`src/rtl/mbx_pkg.sv`:
```
package mbx_pkg;

  // Byte offsets of the host-visible registers
  localparam int unsigned OFF_CMD = 32'h00;
  localparam int unsigned OFF_STS = 32'h04;
  localparam int unsigned OFF_SRC = 32'h08;
  localparam int unsigned OFF_DST = 32'h0C;
  localparam int unsigned OFF_IN  = 32'h80;
  localparam int unsigned OFF_OUT = 32'h90;

  // Command word field positions
  localparam int unsigned CMD_IRQ_BIT = 8;
  localparam int unsigned CMD_SUB_LSB = 12;
  localparam int unsigned CMD_LEN_LSB = 16;

  // Status word field positions
  localparam int unsigned STS_BUSY     = 0;
  localparam int unsigned STS_ERR      = 1;
  localparam int unsigned STS_IRQ      = 2;
  localparam int unsigned STS_CODE_LSB = 16;

  typedef enum logic [7:0] {
    FAIL_NONE         = 8'd0,
    FAIL_UNSUPPORTED  = 8'd1,
    FAIL_NOT_SERVICED = 8'd2,
    FAIL_CANNOT_SERVE = 8'd3,
    FAIL_INVALID      = 8'd4,
    FAIL_GENERIC      = 8'd5,
    FAIL_SECURITY     = 8'd6,
    FAIL_UNSIGNED     = 8'd7
  } fail_code_e;

endpackage

```
`src/rtl/mbx_host_regs.sv`:
```
module mbx_host_regs
  import mbx_pkg::*;
#(
  parameter int ADDR_W   = 8,
  parameter int DW       = 32,
  parameter int IN_WORDS = 4,
  parameter int OP_W     = 8,
  parameter int SUB_W    = 4,
  parameter int LEN_W    = 5,
  parameter int MAX_LEN  = 16
) (
  input  logic                   clk,
  input  logic                   rst,
  input  logic                   wr_en,
  input  logic [ADDR_W-1:0]      addr,
  input  logic [DW-1:0]          wdata,
  input  logic                   busy,
  output logic [DW-1:0]          cmd_q,
  output logic [DW-1:0]          sptr_q,
  output logic [DW-1:0]          dptr_q,
  output logic [IN_WORDS*DW-1:0] in_flat,
  output logic                   accept,
  output logic [OP_W-1:0]        acc_op,
  output logic [SUB_W-1:0]       acc_sub,
  output logic [LEN_W-1:0]       acc_len,
  output logic                   acc_irq,
  output logic                   irq_ack
);

  localparam logic [ADDR_W-1:0] A_CMD = ADDR_W'(OFF_CMD);
  localparam logic [ADDR_W-1:0] A_STS = ADDR_W'(OFF_STS);
  localparam logic [ADDR_W-1:0] A_SRC = ADDR_W'(OFF_SRC);
  localparam logic [ADDR_W-1:0] A_DST = ADDR_W'(OFF_DST);
  localparam logic [LEN_W-1:0]  LEN_CAP = LEN_W'(MAX_LEN);

  logic            open_wr;
  logic [LEN_W-1:0] len_raw;

  // Writes to the transaction registers are only taken while idle
  assign open_wr = wr_en && !busy;
  assign accept  = open_wr && (addr == A_CMD);
  assign irq_ack = wr_en && (addr == A_STS) && wdata[STS_IRQ];

  assign acc_op  = wdata[OP_W-1:0];
  assign acc_sub = wdata[CMD_SUB_LSB +: SUB_W];
  assign acc_irq = wdata[CMD_IRQ_BIT];
  assign len_raw = wdata[CMD_LEN_LSB +: LEN_W];
  assign acc_len = (len_raw > LEN_CAP) ? LEN_CAP : len_raw;

  always_ff @(posedge clk) begin
    if (rst) begin
      cmd_q  <= '0;
      sptr_q <= '0;
      dptr_q <= '0;
    end else begin
      if (accept)                     cmd_q  <= wdata;
      if (open_wr && addr == A_SRC)   sptr_q <= wdata;
      if (open_wr && addr == A_DST)   dptr_q <= wdata;
    end
  end

  for (genvar gi = 0; gi < IN_WORDS; gi++) begin : g_in
    localparam logic [ADDR_W-1:0] A_WORD = ADDR_W'(OFF_IN + 4 * gi);
    logic [DW-1:0] word_q;
    always_ff @(posedge clk) begin
      if (rst)                         word_q <= '0;
      else if (open_wr && addr == A_WORD) word_q <= wdata;
    end
    assign in_flat[gi*DW +: DW] = word_q;
  end

endmodule

```
`src/rtl/mbx_txn.sv`:
```
module mbx_txn
  import mbx_pkg::*;
#(
  parameter int DW       = 32,
  parameter int IN_WORDS = 4,
  parameter int OP_W     = 8,
  parameter int SUB_W    = 4,
  parameter int LEN_W    = 5,
  parameter int CODE_W   = 8
) (
  input  logic                   clk,
  input  logic                   rst,
  input  logic                   accept,
  input  logic [OP_W-1:0]        acc_op,
  input  logic [SUB_W-1:0]       acc_sub,
  input  logic [LEN_W-1:0]       acc_len,
  input  logic                   acc_irq,
  input  logic                   irq_ack,
  input  logic [DW-1:0]          sptr_q,
  input  logic [DW-1:0]          dptr_q,
  input  logic [IN_WORDS*DW-1:0] in_flat,
  input  logic                   done_valid,
  input  logic                   done_err,
  input  logic [CODE_W-1:0]      done_code,
  output logic                   busy,
  output logic                   err,
  output logic [CODE_W-1:0]      code,
  output logic                   irq_flag,
  output logic                   load_out,
  output logic                   req_valid,
  output logic [OP_W-1:0]        req_op,
  output logic [SUB_W-1:0]       req_sub,
  output logic [LEN_W-1:0]       req_len,
  output logic [DW-1:0]          req_sptr,
  output logic [DW-1:0]          req_dptr,
  output logic [IN_WORDS*DW-1:0] req_data
);

  logic irq_en;
  logic finish;

  assign finish   = busy && done_valid;
  assign load_out = finish && !done_err;

  always_ff @(posedge clk) begin
    if (rst) begin
      busy      <= 1'b0;
      err       <= 1'b0;
      code      <= '0;
      irq_en    <= 1'b0;
      irq_flag  <= 1'b0;
      req_valid <= 1'b0;
      req_op    <= '0;
      req_sub   <= '0;
      req_len   <= '0;
      req_sptr  <= '0;
      req_dptr  <= '0;
      req_data  <= '0;
    end else begin
      req_valid <= 1'b0;
      // Clear first so that a completion in the same cycle wins
      if (irq_ack) irq_flag <= 1'b0;
      if (accept) begin
        busy      <= 1'b1;
        err       <= 1'b0;
        code      <= CODE_W'(FAIL_NONE);
        irq_en    <= acc_irq;
        req_valid <= 1'b1;
        req_op    <= acc_op;
        req_sub   <= acc_sub;
        req_len   <= acc_len;
        req_sptr  <= sptr_q;
        req_dptr  <= dptr_q;
        req_data  <= in_flat;
      end else if (finish) begin
        busy <= 1'b0;
        err  <= done_err;
        code <= done_err ? done_code : CODE_W'(FAIL_NONE);
        if (irq_en) irq_flag <= 1'b1;
      end
    end
  end

endmodule

```
`src/rtl/mbx_outbuf.sv`:
```
module mbx_outbuf #(
  parameter int DW    = 32,
  parameter int WORDS = 4,
  localparam int IDX_W = (WORDS > 1) ? $clog2(WORDS) : 1
) (
  input  logic                clk,
  input  logic                rst,
  input  logic                load,
  input  logic [WORDS*DW-1:0] din,
  input  logic [IDX_W-1:0]    rd_idx,
  output logic [DW-1:0]       rd_data
);

  logic [DW-1:0] mem [WORDS];

  always_ff @(posedge clk) begin
    if (rst) begin
      for (int i = 0; i < WORDS; i++) mem[i] <= '0;
    end else if (load) begin
      for (int i = 0; i < WORDS; i++) mem[i] <= din[i*DW +: DW];
    end
  end

  assign rd_data = mem[rd_idx];

endmodule

```
`src/rtl/cmd_mailbox.sv`:
```
module cmd_mailbox
  import mbx_pkg::*;
#(
  parameter int ADDR_W    = 8,
  parameter int IN_WORDS  = 4,
  parameter int OUT_WORDS = 4,
  parameter int OP_W      = 8,
  parameter int SUB_W     = 4,
  parameter int LEN_W     = 5,
  parameter int CODE_W    = 8,
  parameter int MAX_LEN   = 16
) (
  input  logic                    clk,
  input  logic                    rst,
  input  logic                    bus_wr,
  input  logic                    bus_rd,
  input  logic [ADDR_W-1:0]       bus_addr,
  input  logic [31:0]             bus_wdata,
  output logic [31:0]             bus_rdata,
  output logic                    irq_o,
  output logic                    req_valid,
  output logic [OP_W-1:0]         req_opcode,
  output logic [SUB_W-1:0]        req_sub,
  output logic [LEN_W-1:0]        req_len,
  output logic [31:0]             req_sptr,
  output logic [31:0]             req_dptr,
  output logic [32*IN_WORDS-1:0]  req_data,
  input  logic                    done_valid,
  input  logic                    done_err,
  input  logic [CODE_W-1:0]       done_code,
  input  logic [32*OUT_WORDS-1:0] done_data
);

  localparam int DW      = 32;
  localparam int OUT_IDX = (OUT_WORDS > 1) ? $clog2(OUT_WORDS) : 1;
  localparam int IN_IDX  = (IN_WORDS > 1) ? $clog2(IN_WORDS) : 1;
  localparam int IN_END  = OFF_IN + 4 * IN_WORDS;
  localparam int OUT_END = OFF_OUT + 4 * OUT_WORDS;

  logic [DW-1:0]          cmd_w, sptr_w, dptr_w;
  logic [IN_WORDS*DW-1:0] in_w;
  logic                   accept_w, acc_irq_w, irq_ack_w;
  logic [OP_W-1:0]        acc_op_w;
  logic [SUB_W-1:0]       acc_sub_w;
  logic [LEN_W-1:0]       acc_len_w;
  logic                   busy_w, err_w, irq_w, load_w;
  logic [CODE_W-1:0]      code_w;
  logic [DW-1:0]          out_word;
  logic [OUT_IDX-1:0]     out_idx;
  logic [IN_IDX-1:0]      in_idx;
  logic [31:0]            a_ext;
  logic [DW-1:0]          sts_word;
  logic [DW-1:0]          rd_mux;

  mbx_host_regs #(
    .ADDR_W(ADDR_W), .DW(DW), .IN_WORDS(IN_WORDS), .OP_W(OP_W),
    .SUB_W(SUB_W), .LEN_W(LEN_W), .MAX_LEN(MAX_LEN)
  ) u_regs (
    .clk(clk), .rst(rst), .wr_en(bus_wr), .addr(bus_addr), .wdata(bus_wdata),
    .busy(busy_w), .cmd_q(cmd_w), .sptr_q(sptr_w), .dptr_q(dptr_w),
    .in_flat(in_w), .accept(accept_w), .acc_op(acc_op_w), .acc_sub(acc_sub_w),
    .acc_len(acc_len_w), .acc_irq(acc_irq_w), .irq_ack(irq_ack_w)
  );

  mbx_txn #(
    .DW(DW), .IN_WORDS(IN_WORDS), .OP_W(OP_W), .SUB_W(SUB_W),
    .LEN_W(LEN_W), .CODE_W(CODE_W)
  ) u_txn (
    .clk(clk), .rst(rst), .accept(accept_w), .acc_op(acc_op_w),
    .acc_sub(acc_sub_w), .acc_len(acc_len_w), .acc_irq(acc_irq_w),
    .irq_ack(irq_ack_w), .sptr_q(sptr_w), .dptr_q(dptr_w), .in_flat(in_w),
    .done_valid(done_valid), .done_err(done_err), .done_code(done_code),
    .busy(busy_w), .err(err_w), .code(code_w), .irq_flag(irq_w),
    .load_out(load_w), .req_valid(req_valid), .req_op(req_opcode),
    .req_sub(req_sub), .req_len(req_len), .req_sptr(req_sptr),
    .req_dptr(req_dptr), .req_data(req_data)
  );

  mbx_outbuf #(.DW(DW), .WORDS(OUT_WORDS)) u_out (
    .clk(clk), .rst(rst), .load(load_w), .din(done_data),
    .rd_idx(out_idx), .rd_data(out_word)
  );

  assign irq_o   = irq_w;
  assign a_ext   = 32'(bus_addr);
  assign out_idx = OUT_IDX'((a_ext - OFF_OUT) >> 2);
  assign in_idx  = IN_IDX'((a_ext - OFF_IN) >> 2);

  always_comb begin
    sts_word = '0;
    sts_word[STS_BUSY] = busy_w;
    sts_word[STS_ERR]  = err_w;
    sts_word[STS_IRQ]  = irq_w;
    sts_word[STS_CODE_LSB +: CODE_W] = code_w;
  end

  always_comb begin
    rd_mux = '0;
    if (a_ext[1:0] == 2'b00) begin
      if      (a_ext == OFF_CMD) rd_mux = cmd_w;
      else if (a_ext == OFF_STS) rd_mux = sts_word;
      else if (a_ext == OFF_SRC) rd_mux = sptr_w;
      else if (a_ext == OFF_DST) rd_mux = dptr_w;
      else if (a_ext >= OFF_IN && a_ext < IN_END)   rd_mux = in_w[in_idx*DW +: DW];
      else if (a_ext >= OFF_OUT && a_ext < OUT_END) rd_mux = out_word;
    end
  end

  always_ff @(posedge clk) begin
    if (rst) bus_rdata <= '0;
    else     bus_rdata <= bus_rd ? rd_mux : '0;
  end

endmodule

```
`config.mk`:
```
export PLATFORM = sky130hd
export DESIGN_NAME = cmd_mailbox
export DESIGN_NICKNAME = d
export VERILOG_FILES = /design/src/rtl/mbx_pkg.sv /design/src/rtl/mbx_host_regs.sv /design/src/rtl/mbx_txn.sv /design/src/rtl/mbx_outbuf.sv /design/src/rtl/cmd_mailbox.sv
export SDC_FILE = /design/constraint.sdc
export NUM_CORES = 1
export LEC_CHECK = 0
export BUFFER_PORTS_ARGS = -buffer_cell sky130_fd_sc_hd__buf_4
export CAP_MARGIN = 20
export CORE_UTILIZATION = 50
export CTS_CLUSTER_SIZE = 10
export DETAILED_ROUTE_END_ITERATION = 10
export PLACE_DENSITY = 0.75
export SYNTH_ARGS = -nofsm -noshare
export SYNTH_HDL_FRONTEND = slang
export SYNTH_SLANG_ARGS = --single-unit
```
`constraint.sdc`:
```
create_clock -name clk -period 7.15 [get_ports clk]
set_input_delay 0.3575 -clock clk [delete_from_list [all_inputs] [get_ports clk]]
set_output_delay 0.3575 -clock clk [all_outputs]
set_load 0.02 [all_outputs]
```
==> out/results.txt <==
Status: completed
Antenna-violating nets left: 0
Worst setup EP type: flop
Clk sink count: 593
Min-Delay Path Class: input pin to flop
Crit. path cell count: 6
RR Startpoint: u_txn.busy
Sequential Power Share: 50.3%
Synth Register Bits: 593
Chip Height: 219 um
Worst R2R Setup Slack: 4.16 ns
WP buf/inv: 2
Initial Util: 50.7%
Root buffer cell: clkbuf_16
Crit path capture: u_txn.req_data[103]
CP max-delay cell: buf_4
Rows: 79
DR WL/cell: 21.3 um
Yosys top cell by area: dfxtp_1
First-pass detailed-route iteration total: 6
Max Root-Sink Buffers: 3
Mean Syn Cell Area: 9.63 um^2
Clk_lat worst skew: 0.59 ns
Switching portion of total power: 21.5%
Final hold violations: 0
Logic gate share of total power: 4.3%
Die area: 47900 um^2
Data required, critical path: 7.66 ns
1st-iter DRT viols: 1932
VDD IR max: 0.190 mV
DRC Markers: 0
Critical Path Start Type: flop
Min Tclk post-route: 2.99 ns
Placer congestion estimate: 0.900
Resize count post-CTS: 0
Hold Buf Count CTS: 0
Final period util: 41.9%
Synth cell types: 36
GRT Total Usage: 29.4%
Clk_skew: 0.0184 ns
Slew Limit Fails: 0
YS warnings: 0
Cell area after synthesis: 23500 um^2
Most used cell, CP: buf_4
Mapped Cells: 2445
First-pass GRT wire length: 107000 um
TritonCTS Buffers: 69
Power Density: 240 nW/um^2
Clock power share: 45.4%
Top FF cell, synth: dfxtp_1
Int Pwr: 5.39 mW
Crit path launch: u_txn.busy
Most frequent cells in the layout: nand2_1 (721), dfxtp_1 (465), buf_4 (444), a21oi_1 (398), and2_1 (131)
Drt total wl: 72000 um
Switching power: 1.48 mW
Syn-to-layout area delta: 21.6%
Port buffer count: 424
Post-synth EDFFs: 128
Total core area: 46500 um^2
Worst path arrival time: 3.50 ns
Critical path peak fanout: 76
R2R Path End: u_txn.req_data[103]
Post-synth top area share: 39.5%
Max-slew headroom: 24.6%
Max cap viols: 0
Via Count: 19300
Ports: 425
Post-layout nets: 2934
Sequential fraction of the synthesis area: 55.9%
Worst reg-to-reg path cell count: 6
Vias in the first global route: 18200
Layout cells sized above 1: 22.1%
# setup viols final: 0
Initial antenna violation count: 3
Leakage power: 11.0 nW
Critical-path cell list: nor2b_1 > nand4_1 > buf_4 > buf_4 > nand2_1 > a21oi_1
RSZ-0062 raised after global routing: no
Post-synth ARST share: 0%
CTS tree: yes
Syn_nets: 2627
Total setup buffers inserted after CTS: 0
Fmax: 0.334 GHz
CTS H-Tree Depth: 3
Most common cell after layout, fill and taps aside: nand2_1
Top area cells in the synthesized netlist: dfxtp_1 (40%), edfxtp_1 (16%), nand2_1 (11%)
Remaining Overflow, GRT: 0
Via density per instance: 5.69
Crit-path leading delay family: buffers and inverters
CP Class: flop to flop
Die X: 219 um
Measured slew at the worst slew-check pin: 1.13 ns
Final core occ: 61.6%
Clock transition at path regs: 0.06 ns
Fin Setup TNS: 0 ns
Hpwl dp: 48100 um
Slowest stage delay, CP: 0.73 ns
Largest net degree at the start of global routing: 236
## cell type report
class	count	area (um^2)
sequential	593	13200
timing repair buffer	449	3410
fill	3882	17800
antenna	3	7.51
clock buffer	90	1890
tap	607	759
clock inverter	4	42.5
multi-input combinational	1639	9350
## flip-flops by register name (all words and copies together), names as in the netlist, 32 cells and up
register,flops
u_txn.req_data,128
u_txn.req_sptr,32
u_txn.req_dptr,32
bus_rdata,32
u_regs.g_in.word_q,128
u_regs.sptr_q,32
u_out.mem,128
u_regs.dptr_q,32
## how the worst min path moves through the flow
stage | startpoint | to | slack [ns] | cells past startpoint
4_1_cts | done_data[101] | u_out.mem[3][5] | 0.01 | 2
3_3_place_gp | u_regs.cmd_q[18] | u_regs.cmd_q[18] | 0.44 | 2
6_report | done_data[4] | u_out.mem[0][4] | 0.04 | 2
3_5_place_dp | u_regs.cmd_q[30] | u_regs.cmd_q[30] | 0.45 | 2
2_1_floorplan | u_txn.code[0] | u_txn.code[0] | 0.43 | 2
5_1_grt | done_data[113] | u_out.mem[3][17] | 0.03 | 2
## layer usage
| layer | track usage, % | vias up | part of all wire, % |
|---|---|---|---|
| met5 | 0 | - | 0 |
| met4 | 12.0 | 0 | 3.3 |
| met3 | 11.0 | 130 | 13 |
| met2 | 43.0 | 1066 | 43 |
| met1 | 39.3 | 9198 | 40 |
| li1 | - | 8859 | - |
## stage by stage
| step | setup WS [ns] | std cells | power (mW) | hold WS [ns] | instance area, um^2 |
|---|---|---|---|---|---|
| after detailed placement | 3.65 | 3288 | 3.81 | 0.447 | 26700 |
| final | 4.16 | 3385 | 6.87 | 0.0435 | 28600 |
| after CTS | 4.19 | 3382 | 6.91 | 0.0144 | 28600 |
| after global routing | 3.87 | 3384 | 7.07 | 0.0284 | 28600 |
| after global placement | 3.76 | 3288 | 3.81 | 0.440 | 26700 |
| after floorplan | 2.67 | 2445 | 3.66 | 0.429 | 23500 |
## cell usage after synthesis, types with 2 or more instances
master / n
nand4_1: 3
nor2b_1: 23
and3_1: 5
clkbuf_1: 103
nand3b_1: 4
nor3_1: 2
nand3_1: 15
o21ai_1: 22
and2_1: 130
a21oi_1: 398
mux4_2: 75
buf_2: 60
dfxtp_1: 465
buf_4: 44
nand2b_1: 3
buf_6: 6
nor2_1: 67
mux2i_1: 65
a22oi_1: 32
a22o_1: 20
o21ai_0: 41
nand2_1: 721
edfxtp_1: 128
## worst register-to-register path: stages, from the launching register on
cell and delay [ns]:
dfxtp_1 0.49, nor2b_1 0.16, nand4_1 0.61, buf_4 0.57, buf_4 0.74, nand2_1 0.17, a21oi_1 0.18
## logic make-up after synthesis
logic type | Yosys count | share of synthesized area (%)
simple gates | 983 | 17.9
buf+inv | 213 | 4.61
flops | 593 | 55.9
compound gates | 516 | 11.7
mux | 140 | 9.94
## power groups by stage
stage | Combinational, mW | Clock [mW] | Sequential [mW]
floorplan | 0.137 | 0 | 3.52
global placement | 0.284 | 0 | 3.52
detailed placement | 0.288 | 0 | 3.52
CTS | 0.289 | 3.17 | 3.45
global route | 0.308 | 3.31 | 3.45
finish | 0.294 | 3.12 | 3.45
(Power assumes the default switching activity.)
